<file path="config.mk">
export PLATFORM = sky130hd
export DESIGN_NAME = reload_timer_top
export DESIGN_NICKNAME = d
export VERILOG_FILES = /design/src/rtl/rtmr_pkg.sv /design/src/rtl/rtmr_decode.sv /design/src/rtl/rtmr_regfile.sv /design/src/rtl/rtmr_counter.sv /design/src/rtl/reload_timer_top.sv
export SDC_FILE = /design/constraint.sdc
export NUM_CORES = 1
export LEC_CHECK = 0
export BUFFER_PORTS_ARGS = -buffer_cell sky130_fd_sc_hd__buf_2
export CELL_PAD_IN_SITES_DETAIL_PLACEMENT = 0
export CELL_PAD_IN_SITES_GLOBAL_PLACEMENT = 2
export CORE_MARGIN = 5
export CORE_UTILIZATION = 35
export CTS_CLUSTER_DIAMETER = 80
export DETAILED_ROUTE_END_ITERATION = 6
export GPL_TIMING_DRIVEN = 0
export PLACE_DENSITY_LB_ADDON = 0.08
export RECOVER_POWER = 25
export SYNTH_ARGS = -nofsm -noshare
export SYNTH_HDL_FRONTEND = slang
export SYNTH_SLANG_ARGS = --single-unit
export TNS_END_PERCENT = 50
</file>
<file path="constraint.sdc">
create_clock -name clk -period 6.25 [get_ports clk]
set_input_delay 0.625 -clock clk [delete_from_list [all_inputs] [get_ports clk]]
set_output_delay 0.625 -clock clk [all_outputs]
set_load 0.01 [all_outputs]
</file>
<file path="src/rtl/rtmr_pkg.sv">
package rtmr_pkg;

    typedef enum logic [0:0] {
        ST_IDLE = 1'b0,
        ST_RUN  = 1'b1
    } tmr_state_e;

    typedef enum logic [1:0] {
        SEL_NONE   = 2'd0,
        SEL_CTRL   = 2'd1,
        SEL_RELOAD = 2'd2,
        SEL_COUNT  = 2'd3
    } reg_sel_e;

    typedef struct packed {
        logic wr_ctrl;
        logic wr_reload;
        logic soft_rst;
        logic start;
    } bus_cmd_t;

endpackage

</file>
<file path="src/rtl/rtmr_decode.sv">
module rtmr_decode
    import rtmr_pkg::*;
#(
    parameter int unsigned ADDR_W     = 8,
    parameter int unsigned OFF_CTRL   = 'h00,
    parameter int unsigned OFF_RELOAD = 'h04,
    parameter int unsigned OFF_COUNT  = 'h08
) (
    input  logic [ADDR_W-1:0] addr,
    input  logic              we,
    input  logic              wr_rst_bit,
    input  logic              wr_en_bit,
    output reg_sel_e          sel,
    output bus_cmd_t          cmd
);

    localparam logic [ADDR_W-1:0] A_CTRL   = ADDR_W'(OFF_CTRL);
    localparam logic [ADDR_W-1:0] A_RELOAD = ADDR_W'(OFF_RELOAD);
    localparam logic [ADDR_W-1:0] A_COUNT  = ADDR_W'(OFF_COUNT);

    always_comb begin
        if (addr == A_CTRL) begin
            sel = SEL_CTRL;
        end else if (addr == A_RELOAD) begin
            sel = SEL_RELOAD;
        end else if (addr == A_COUNT) begin
            sel = SEL_COUNT;
        end else begin
            sel = SEL_NONE;
        end
    end

    always_comb begin
        cmd           = '0;
        cmd.soft_rst  = we && (sel == SEL_CTRL) && wr_rst_bit;
        cmd.wr_ctrl   = we && (sel == SEL_CTRL) && !wr_rst_bit;
        cmd.start     = cmd.wr_ctrl && wr_en_bit;
        cmd.wr_reload = we && (sel == SEL_RELOAD);
    end

endmodule

</file>
<file path="src/rtl/rtmr_regfile.sv">
module rtmr_regfile
    import rtmr_pkg::*;
#(
    parameter int unsigned DATA_W = 32,
    parameter int unsigned CNT_W  = 16
) (
    input  logic              clk,
    input  logic              rst_n,
    input  bus_cmd_t          cmd,
    input  reg_sel_e          sel,
    input  logic              re,
    input  logic [DATA_W-1:0] wdata,
    input  logic [CNT_W-1:0]  count,
    output logic [DATA_W-1:0] ctrl_q,
    output logic [CNT_W-1:0]  reload_q,
    output logic [DATA_W-1:0] rdata
);

    localparam int unsigned PAD_W = DATA_W - CNT_W;

    always_ff @(posedge clk or negedge rst_n) begin
        if (!rst_n) begin
            ctrl_q <= '0;
        end else if (cmd.soft_rst) begin
            ctrl_q <= '0;
        end else if (cmd.wr_ctrl) begin
            ctrl_q <= wdata;
        end
    end

    always_ff @(posedge clk or negedge rst_n) begin
        if (!rst_n) begin
            reload_q <= '0;
        end else if (cmd.soft_rst) begin
            reload_q <= '0;
        end else if (cmd.wr_reload) begin
            reload_q <= wdata[CNT_W-1:0];
        end
    end

    always_comb begin
        rdata = '0;
        if (re) begin
            unique case (sel)
                SEL_CTRL:   rdata = ctrl_q;
                SEL_RELOAD: rdata = {{PAD_W{1'b0}}, reload_q};
                SEL_COUNT:  rdata = {{PAD_W{1'b0}}, count};
                SEL_NONE:   rdata = '0;
            endcase
        end
    end

endmodule

</file>
<file path="src/rtl/rtmr_counter.sv">
module rtmr_counter
    import rtmr_pkg::*;
#(
    parameter int unsigned CNT_W = 16
) (
    input  logic             clk,
    input  logic             rst_n,
    input  logic             tick_en,
    input  bus_cmd_t         cmd,
    input  logic [CNT_W-1:0] load_val,
    input  logic [CNT_W-1:0] reload_q,
    output logic             running,
    output logic [CNT_W-1:0] count_q
);

    localparam logic [CNT_W-1:0] ONE = CNT_W'(1);

    tmr_state_e state_q;
    tmr_state_e state_d;

    // state register
    always_ff @(posedge clk or negedge rst_n) begin
        if (!rst_n) begin
            state_q <= ST_IDLE;
        end else begin
            state_q <= state_d;
        end
    end

    // transitions: START (IDLE->RUN), HALT (RUN->IDLE)
    always_comb begin
        state_d = state_q;
        unique case (state_q)
            ST_IDLE: begin
                if (!cmd.soft_rst && cmd.start) begin
                    state_d = ST_RUN;
                end
            end
            ST_RUN: begin
                if (cmd.soft_rst) begin
                    state_d = ST_IDLE;
                end
            end
        endcase
    end

    // outputs
    always_comb begin
        running = (state_q == ST_RUN);
    end

    always_ff @(posedge clk or negedge rst_n) begin
        if (!rst_n) begin
            count_q <= '0;
        end else if (cmd.soft_rst) begin
            count_q <= '0;
        end else if (cmd.wr_reload) begin
            count_q <= load_val;
        end else if (running && tick_en) begin
            if (count_q == '0) begin
                count_q <= reload_q;
            end else begin
                count_q <= count_q - ONE;
            end
        end
    end

endmodule

</file>
<file path="src/rtl/reload_timer_top.sv">
module reload_timer_top
    import rtmr_pkg::*;
#(
    parameter int unsigned ADDR_W     = 8,
    parameter int unsigned DATA_W     = 32,
    parameter int unsigned CNT_W      = 16,
    parameter int unsigned RST_BIT    = 31,
    parameter int unsigned EN_BIT     = 0,
    parameter int unsigned OFF_CTRL   = 'h00,
    parameter int unsigned OFF_RELOAD = 'h04,
    parameter int unsigned OFF_COUNT  = 'h08
) (
    input  logic              clk,
    input  logic              rst_n,
    input  logic              tick_en,
    input  logic [ADDR_W-1:0] bus_addr,
    input  logic              bus_we,
    input  logic [DATA_W-1:0] bus_wdata,
    input  logic              bus_re,
    output logic [DATA_W-1:0] bus_rdata
);

    reg_sel_e          sel;
    bus_cmd_t          cmd;
    logic [DATA_W-1:0] ctrl_q;
    logic [CNT_W-1:0]  reload_q;
    logic [CNT_W-1:0]  count_q;
    logic              running;

    rtmr_decode #(
        .ADDR_W    (ADDR_W),
        .OFF_CTRL  (OFF_CTRL),
        .OFF_RELOAD(OFF_RELOAD),
        .OFF_COUNT (OFF_COUNT)
    ) u_decode (
        .addr      (bus_addr),
        .we        (bus_we),
        .wr_rst_bit(bus_wdata[RST_BIT]),
        .wr_en_bit (bus_wdata[EN_BIT]),
        .sel       (sel),
        .cmd       (cmd)
    );

    rtmr_regfile #(
        .DATA_W(DATA_W),
        .CNT_W (CNT_W)
    ) u_regs (
        .clk     (clk),
        .rst_n   (rst_n),
        .cmd     (cmd),
        .sel     (sel),
        .re      (bus_re),
        .wdata   (bus_wdata),
        .count   (count_q),
        .ctrl_q  (ctrl_q),
        .reload_q(reload_q),
        .rdata   (bus_rdata)
    );

    rtmr_counter #(
        .CNT_W(CNT_W)
    ) u_cnt (
        .clk     (clk),
        .rst_n   (rst_n),
        .tick_en (tick_en),
        .cmd     (cmd),
        .load_val(bus_wdata[CNT_W-1:0]),
        .reload_q(reload_q),
        .running (running),
        .count_q (count_q)
    );

endmodule

</file>
======== Word level (Yosys, flattened, before mapping) ========
Cells that the tools add are included.
storage, ports and cells
  input bits .............................. 45
  word-level logic and storage cells ...... 42
  latch bits .............................. 0
  register bits after elaboration ......... 65
  memory bits (read-only) ................. 0
  RAM bits ................................ 0
  memories kept ........................... 0
cells by class
  multipliers ............................. 0
  magnitude comparators ................... 0
  bitwise gates (word level) .............. 1
  equality and inequality tests ........... 5
  divide/modulo/power cells ............... 0
  reductions and logical operators ........ 15
  add/subtract/negate cells ............... 1
  shifts and indexed selects .............. 0
  muxes and demuxes ....................... 16
operator list
  cell                     count
  $pmux W32 S4             1
  $mux W16                 6
  $mux W32                 3
  $logic_not A16 Y1        1
  $sub A16 B1 Y16 const B  1
  $eq A8 B3 Y1 const B     1
  $eq A8 B4 Y1 const B     1
  $logic_not A8 Y1         1
  $logic_and A1 B1 Y1      7
  $mux W2                  3
  $eq A2 B2 Y1 const B     2
  $reduce_bool A2 Y1       2
  $reduce_bool A3 Y1       1
  $eq A2 B1 Y1 const B     1
  $logic_not A1 Y1         2
  $logic_not A2 Y1         1
  $mux W1                  2
  $pmux W1 S2              1
  $not A1 Y1               1

======== Depth between registers and ports, before layout ========
Gate-level depths: netlist of run 1.
  depth after elaboration ................. 11
  depth in mapped cells ................... 7
  gate-level depth less buffers ........... 7

======== Cells and area by module ========
From an unflattened synthesis of run 1, not the netlist that was laid out.
unflattened totals
  cell total of the unflattened synthesis .. 415
  area, all modules ....................... 4002.6 µm²
by module, submodules not included
  module        times used  cells each  area each (µm²)  sequential area each (µm²)
  rtmr_regfile  1           231         2509.9           1201.2
  rtmr_counter  1           169         1357.6           425.4
  rtmr_decode   1           15          135.1            0.0

======== Worst setup path after synthesis of run 1 ========
OpenSTA, ideal clock, no wires.
  kind .................................... input to output
  start point ............................. input port bus_addr[5]
  end point ............................... output port bus_rdata[10]
  slack ................................... 3.320 ns
  stages .................................. 4
  path buffers ............................ 1
  data required time ...................... 5.625 ns
  arrival time ............................ 2.305 ns
  path through ............................ nor4_2 nand3_1 clkbuf_1 a2111oi_0
on the way
  cells in the longest elaborated chain, start to end .. 7
ends and longest elaborated chain
  item                                        line                    source
  start, declared                             reload_timer_top.sv:16  input logic [ADDR_W-1:0] bus_addr,
  $eq A8 B4 Y1                                rtmr_decode.sv:26       end else if (addr == A_COUNT) begin
  $mux W2                                     rtmr_decode.sv:26
  $mux W2                                     rtmr_decode.sv:24       end else if (addr == A_RELOAD) begin
  $mux W2 *                                   rtmr_decode.sv:22       if (addr == A_CTRL) begin
  $eq A2 B2 Y1, or another cell as far along  rtmr_regfile.sv:44      unique case (sel)
  $pmux W32 S4 *                              rtmr_regfile.sv:44
  $mux W32 *                                  rtmr_regfile.sv:43      if (re) begin
  end, declared                               reload_timer_top.sv:20  output logic [DATA_W-1:0] bus_rdata
Mark *: on every way between the ends. The rest lies on a longest branch, timed or not.

======== Worst setup path after layout of run 1 ========
  start point ............................. input port bus_addr[5]
  end point ............................... output port bus_rdata[13]
Same word-level chain as after synthesis.

==> impl_metrics.tcl, run 1 <==
set metrics [dict create \
    ys_types 49 \
    ctsHoldBuffers 0 \
    fin_hold_ws_ps 239.1 \
    crit_slowest_cell "nor4_2" \
    grt_antenna_before_repair 0 \
    synthArstFlopShare_pct 100.0 \
    final_cells 685 \
    wirelength_um 12900 \
    ant_nets 0 \
    port_buffers 76 \
    vdd_drop_max_uv 133.2 \
    reg2reg_to "u_cnt.count_q[5]$_DFFE_PN0P_" \
    rr_startpoint "u_cnt.count_q[0]$_DFFE_PN0P_" \
    fp.dieArea_um2 12990 \
    fillerInstances 1129 \
    clock_skew_ps 11.00 \
    seqCellArea_um2 1627 \
    hp-class "in -> async" \
    required_ps 5620 \
    synth_cells 453 \
    syn_nets 500 \
    multiInputGateArea_um2 1998 \
    drive_above_1_share_pct 19.08 \
    end_kind "output port" \
    yosysSeqAreaShare_pct 42.98 \
    grt_max_degree 57 \
    first_pass_iters 5 \
    drc_errors 0 \
    die_w_um 114.0 \
    power_density_nw_per_um2 280.0 \
    place.gp.congestion 0.8804 \
    yosys_warnings 0 \
    cts_tree "yes" \
    track_usage_pct 20.53 \
    worstSetupStartpoint "bus_addr[5]" \
    setup_tns_ps 0 \
    fin_crit_sh_pct 60.43 \
    core_um2 10700 \
    clockRootBuffer "clkbuf_8" \
    cp_cell_sequence "buf_2, nor4_2, nand3_1, clkbuf_1, a2111oi_0, buf_2" \
    cap_violations 1 \
    synthFlopType "dfrtp_1" \
    final_common_cell "buf_2" \
    path_class "in -> out" \
    r2r_slack_ps 3600 \
    clock_latency_ps 350 \
    rsz0062_at_grt "false" \
    netlist_area_um2 3785 \
    maxSlewHeadroom_pct -110.2 \
    p_leak_nw 2.239 \
    die_h_um 114.0 \
    tightest_slew_ps 3154 \
    ys_ff_latch 65 \
    dp_hpwl_um 9684 \
    grt_first_pass_wirelength_um 20630 \
    start_util_pct 35.38 \
    postSynthAreaPerCell_um2 8.355 \
    fin_util_pct 42.62 \
    hold_violations 0 \
    r2r_cells 7 \
    antenna_cells 0 \
    nNetsFinal 588 \
    clkSinkCount 65 \
    post_drt_via_cell_ratio 5.317 \
    period_needed_ps 3777 \
    crit_fanout 10 \
    outcome "finished with violations" \
    postCtsSetupRepairBufs 0 \
    synth-edff-count 0 \
    cp.arrival_ps 3150 \
    h-tree-depth 3 \
    grt-ovfl-total 0 \
    setup_viol 0 \
    layout_common_cells "buf_2, nand2_1, dfrtp_1, o21ai_0, nor2_1" \
    vias 3642 \
    fin_area_um2 4559 \
    cts_buffers 9 \
    drv_slew 57 \
    clockBufferDepth 2 \
    placed_area_um2 4370 \
    ios 77 \
    clkTransAtPathRegs_ps 80 \
    fp-row-count 38 \
    area_delta_synth_final_pct 20.46 \
    critPathLaunchType "input port" \
    grt_pass1_vias 3701 \
    fmax_ghz 0.2648 \
    placed_cells 670 \
    cpPeakStageDelay_ps 740 \
    violations "max-capacitance violations, max-slew violations" \
    crit_top_cell "buf_2" \
    wire_per_inst_um 18.84 \
    cts-resized-gates 0 \
    drt_iter0_markers 222 \
]
[metrics by stage]
| stage | total power [mW] | setup slack, ps |
|---|---|---|
| 5_1_grt | 1.357 | 1790 |
| 3_5_place_dp | 0.8736 | 2513 |
| 2_1_floorplan | 0.7689 | 3320 |
| 3_3_place_gp | 0.8666 | 2501 |
| 6_report | 1.277 | 2473 |
| 4_1_cts | 1.285 | 2504 |
[synth_stat cells (4+ instances only)]
cell / n / share of area (%)
xor2_1: 5 / 1.2
clkbuf_1: 25 / 2.5
and3_1: 19 / 3.1
nor2b_1: 16 / 2.6
nand4_1: 4 / 0.66
buf_2: 4 / 0.53
nor3_1: 7 / 0.93
nor4_1: 7 / 1.2
a31oi_1: 4 / 0.66
inv_1: 6 / 0.59
nand3_1: 6 / 0.79
a21oi_1: 14 / 1.9
a2111oi_0: 13 / 3.0
nor4b_1: 5 / 1.2
nand2_1: 70 / 6.9
mux2i_1: 7 / 1.9
a211oi_1: 8 / 1.6
nor2_1: 34 / 3.4
dfrtp_1: 65 / 43
or3_1: 4 / 0.66
nand2b_1: 29 / 4.8
o21ai_0: 62 / 8.2
[power by group]
part           internal (mW)  total, mW  leakage, nW  switching (mW)
Clock                  0.224      0.408        0.102           0.184
Sequential             0.477      0.551        0.864          0.0741
Combinational          0.144      0.317         1.27           0.173
[worst max-delay path, delay by kind of cell]
family | cells | cell delay [ps]
AND/OR/NAND/NOR | 2 | 1170
buffers and inverters | 3 | 690
AO/OA/AOI/OAI | 1 | 670
[flip-flops by register name, indices dropped and copies added (netlist names)]
register	flops
u_cnt.count_q	16
u_cnt.running	1
u_regs.ctrl_q	32
u_regs.reload_q	16
[area by class of cell]
class / count / share of cell area (%)
Multi-Input combinational cell: 350 / 43.83
Sequential cell: 65 / 35.68
Tap cell: 140 / 3.842
Clock buffer: 9 / 2.717
Timing Repair Buffer: 77 / 8.397
Buffer: 32 / 3.019
Clock inverter: 6 / 2.031
Inverter: 6 / 0.4940
[routing by layer]
layer  track usage [%]  routed length (µm)
met1             28.24                5962
met2             33.72                6123
met4             4.909                 184
met5                 0                   0
met3             3.607                 633
[logic make-up after synthesis]
family                     count (synthesis)  synth area share (%)
xor gates and xnor gates                   7                 1.620
AOI/OAI and AO/OA                        117                 18.81
adders and majority gates                  2                0.6611
and+or+nand+nor                          217                 29.85
muxes                                      7                 1.851
DFF                                       65                 42.98
buffers and inverters                     38                 4.231
[worst max path at each step]
| stage | end | slack (ps) | cells after the start |
|---|---|---|---|
| 6_report | bus_rdata[13] | 2470 | 6 |
| 5_1_grt | u_regs.reload_q[7]$_DFFE_PN0P_ | 1790 | 2 |
| 4_1_cts | bus_rdata[9] | 2500 | 6 |
| 3_5_place_dp | bus_rdata[9] | 2510 | 6 |
| 3_3_place_gp | bus_rdata[9] | 2500 | 6 |
| 2_1_floorplan | bus_rdata[10] | 3320 | 4 |
No activity file was read; power rests on OpenSTA's default activity.
==> run 2: changes to the inputs <==
--- a/config.mk
+++ b/config.mk
@@ -5,11 +5,12 @@
 export SDC_FILE = /design/constraint.sdc
 export NUM_CORES = 1
 export LEC_CHECK = 0
+export ABC_AREA = 1
 export BUFFER_PORTS_ARGS = -buffer_cell sky130_fd_sc_hd__buf_2
 export CELL_PAD_IN_SITES_DETAIL_PLACEMENT = 0
 export CELL_PAD_IN_SITES_GLOBAL_PLACEMENT = 2
 export CORE_MARGIN = 5
-export CORE_UTILIZATION = 35
+export CORE_UTILIZATION = 28
 export CTS_CLUSTER_DIAMETER = 80
 export DETAILED_ROUTE_END_ITERATION = 6
 export GPL_TIMING_DRIVEN = 0
==> constraint.sdc (replaced) <==
create_clock -name clk -period 3.34 [get_ports clk]
set_input_delay 0.334 -clock clk [delete_from_list [all_inputs] [get_ports clk]]
set_output_delay 0.334 -clock clk [all_outputs]
set_load 0.01 [all_outputs]
==> impl_metrics.tcl, run 2 <==
set metrics [dict create \
    outcome "finished with violations" \
    violations "max-capacitance violations, max-slew violations" \
    fin_hold_ws_ps 239.2 \
    clock_skew_ps 8.409 \
    cts-resized-gates 0 \
    fin_util_pct 35.53 \
    track_usage_pct 16.94 \
    period_needed_ps 2384 \
    power_mw 2.638 \
    maxSlewHeadroom_pct -19.37 \
    setup_viol 0 \
    nNetsFinal 689 \
    drv_slew 29 \
    cp_cell_sequence "buf_2, nor2_1, nand2_2, inv_2, nand3_1, buf_2, o21ai_0, o21ai_0, inv_1, buf_2" \
    antenna_cells 0 \
    hold_violations 0 \
    die_w_um 130.1 \
    post_drt_via_cell_ratio 4.608 \
    ys_top_cells_by_area "dfrtp_1, nand2_1, o21ai_0" \
    start_util_pct 28.86 \
    path_class "in -> out" \
    port_buffers 76 \
    vdd_drop_max_uv 219.8 \
    clkTransAtPathRegs_ps 50 \
    postSynthAreaPerCell_um2 7.301 \
    synthArstFlopShare_pct 100.0 \
    area_delta_synth_final_pct 23.09 \
    reg_top3 "u_regs.ctrl_q: 32 flops, u_cnt.count_q: 16 flops, u_regs.reload_q: 16 flops" \
    wirelength_um 13540 \
    grt_first_pass_wirelength_um 21510 \
    grt_max_degree 38 \
    netlist_area_um2 4038 \
    ys_top_cells_by_count "nand2_1, inv_1, o21ai_0, nor2_1, dfrtp_1" \
    synthFlopType "dfrtp_1" \
    yosysSeqAreaShare_pct 40.29 \
    core_um2 13990 \
    hp-class "in -> reg" \
    drive_above_1_share_pct 23.03 \
    crit_top_cell "buf_2" \
    critPathLaunchType "input port" \
    final_common_cell "nand2_1" \
    yosys_warnings 0 \
    cpPeakStageDelay_ps 410 \
    ant_nets 0 \
    drc_errors 0 \
    largest_reg_flops 32 \
    fp.dieArea_um2 16920 \
    vias 3811 \
    cts_buffers 9 \
    synth_most_common_cell "nand2_1" \
    syn_nets 600 \
    power_density_nw_per_um2 530.8 \
    clkSinkCount 65 \
    ios 77 \
    grt_antenna_before_repair 0 \
    placed_cells 810 \
    h-tree-depth 3 \
    first_pass_iters 4 \
    wire_per_inst_um 16.37 \
    final_cells 827 \
    cap_violations 1 \
    place_worst_setup_slack_ps 925.6 \
    crit_fanout 10 \
    fmax_ghz 0.4195 \
    p_leak_nw 2.646 \
    ys_ff_latch 65 \
    clockBufferDepth 2 \
    yosysTopAreaCell "dfrtp_1" \
    crit_slowest_cell "o21ai_0" \
    fin_crit_sh_pct 71.37 \
    wl_met2_um 6550 \
    cp.arrival_ps 2050 \
    grt_pass1_vias 3804 \
    clockRootBuffer "clkbuf_16" \
    placed_area_um2 4666 \
    worst_slack_ps 956.4 \
    fillerInstances 1558 \
    rsz0062_at_grt "false" \
    end_kind "output port" \
    clock_latency_ps 340 \
    fp-row-count 43 \
    yosysTopAreaCellShare_pct 40.29 \
    fin_area_um2 4970 \
    detailroute.wirelength.met3_um 462 \
    tightest_slew_ps 1791 \
    ys_types 33 \
    grt-ovfl-total 0 \
    layout_common_cells "nand2_1, inv_1, buf_2, o21ai_0, nor2_1" \
    required_ps 3010 \
    cts_tree "yes" \
    synth-edff-count 0 \
    setup_tns_ps 0 \
    met1_length_um 6185 \
    top_register "u_regs.ctrl_q" \
    dp_hpwl_um 10270 \
    drt_iter0_markers 225 \
    place.gp.congestion 0.8160 \
    die_h_um 130.1 \
    synth_cells 553 \
    top_layer "met4" \
]
[run 2: where the power goes]
part           switching (mW)  internal [mW]
Clock                   0.369          0.596
Sequential              0.108          0.890
Combinational           0.434          0.241
[run 2: worst max-delay path, delay by kind of cell]
kind                   cells  cell delay (ps)
buffers and inverters      5              720
and+or+nand+nor            3              430
AOI/OAI and AO/OA          2              540
[run 2: cell families after synthesis]
family	count (synthesis)	synth area share (%)
adder cells (fa/ha/maj)	2	0.6197
AND/OR/NAND/NOR	282	34.06
AO/OA/AOI/OAI	98	13.33
XOR/XNOR	3	0.6509
buffers and inverters	103	11.06
flip-flops	65	40.29
[run 2: area by class of cell]
class / instances / area [µm²] / area share (%)
Tap cell: 180 / 225.2 / 4.532
Timing Repair Buffer: 78 / 409.1 / 8.233
Multi-Input combinational cell: 385 / 1964 / 39.53
Clock inverter: 5 / 55.05 / 1.108
Sequential cell: 65 / 1627 / 32.73
Inverter: 85 / 319.1 / 6.420
Buffer: 18 / 127.6 / 2.568
Clock buffer: 11 / 242.7 / 4.884
[run 2: metal layers]
metal	GRT usage, %	vias to the layer above
li1	-	1944
met1	22.31	1774
met2	27.64	74
met5	0	-
met4	7.029	0
met3	2.743	19
[run 2: path summary, 6_finish.rpt]
path                       slack (ps)                         endpoint                         start  cells past startpoint
max                               960                    bus_rdata[12]                   bus_addr[5]                     10
min                               240    u_regs.ctrl_q[26]$_DFFE_PN0P_                 bus_wdata[26]                      3
max reg2reg                      1400     u_cnt.count_q[6]$_DFFE_PN0P_  u_cnt.count_q[0]$_DFFE_PN0P_                      9
min reg2reg                       490          u_cnt.running$_DFF_PN0_       u_cnt.running$_DFF_PN0_                      2
max in group asynchronous        1290  u_regs.reload_q[14]$_DFFE_PN0P_                         rst_n                      2
min in group asynchronous        1010    u_regs.ctrl_q[12]$_DFFE_PN0P_                         rst_n                      2
[run 2: what timing repair did]
action,4_1_cts,5_1_grt
hold buffers,1,0
setup buffers,0,0
endpoints found under the hold margin,28,0
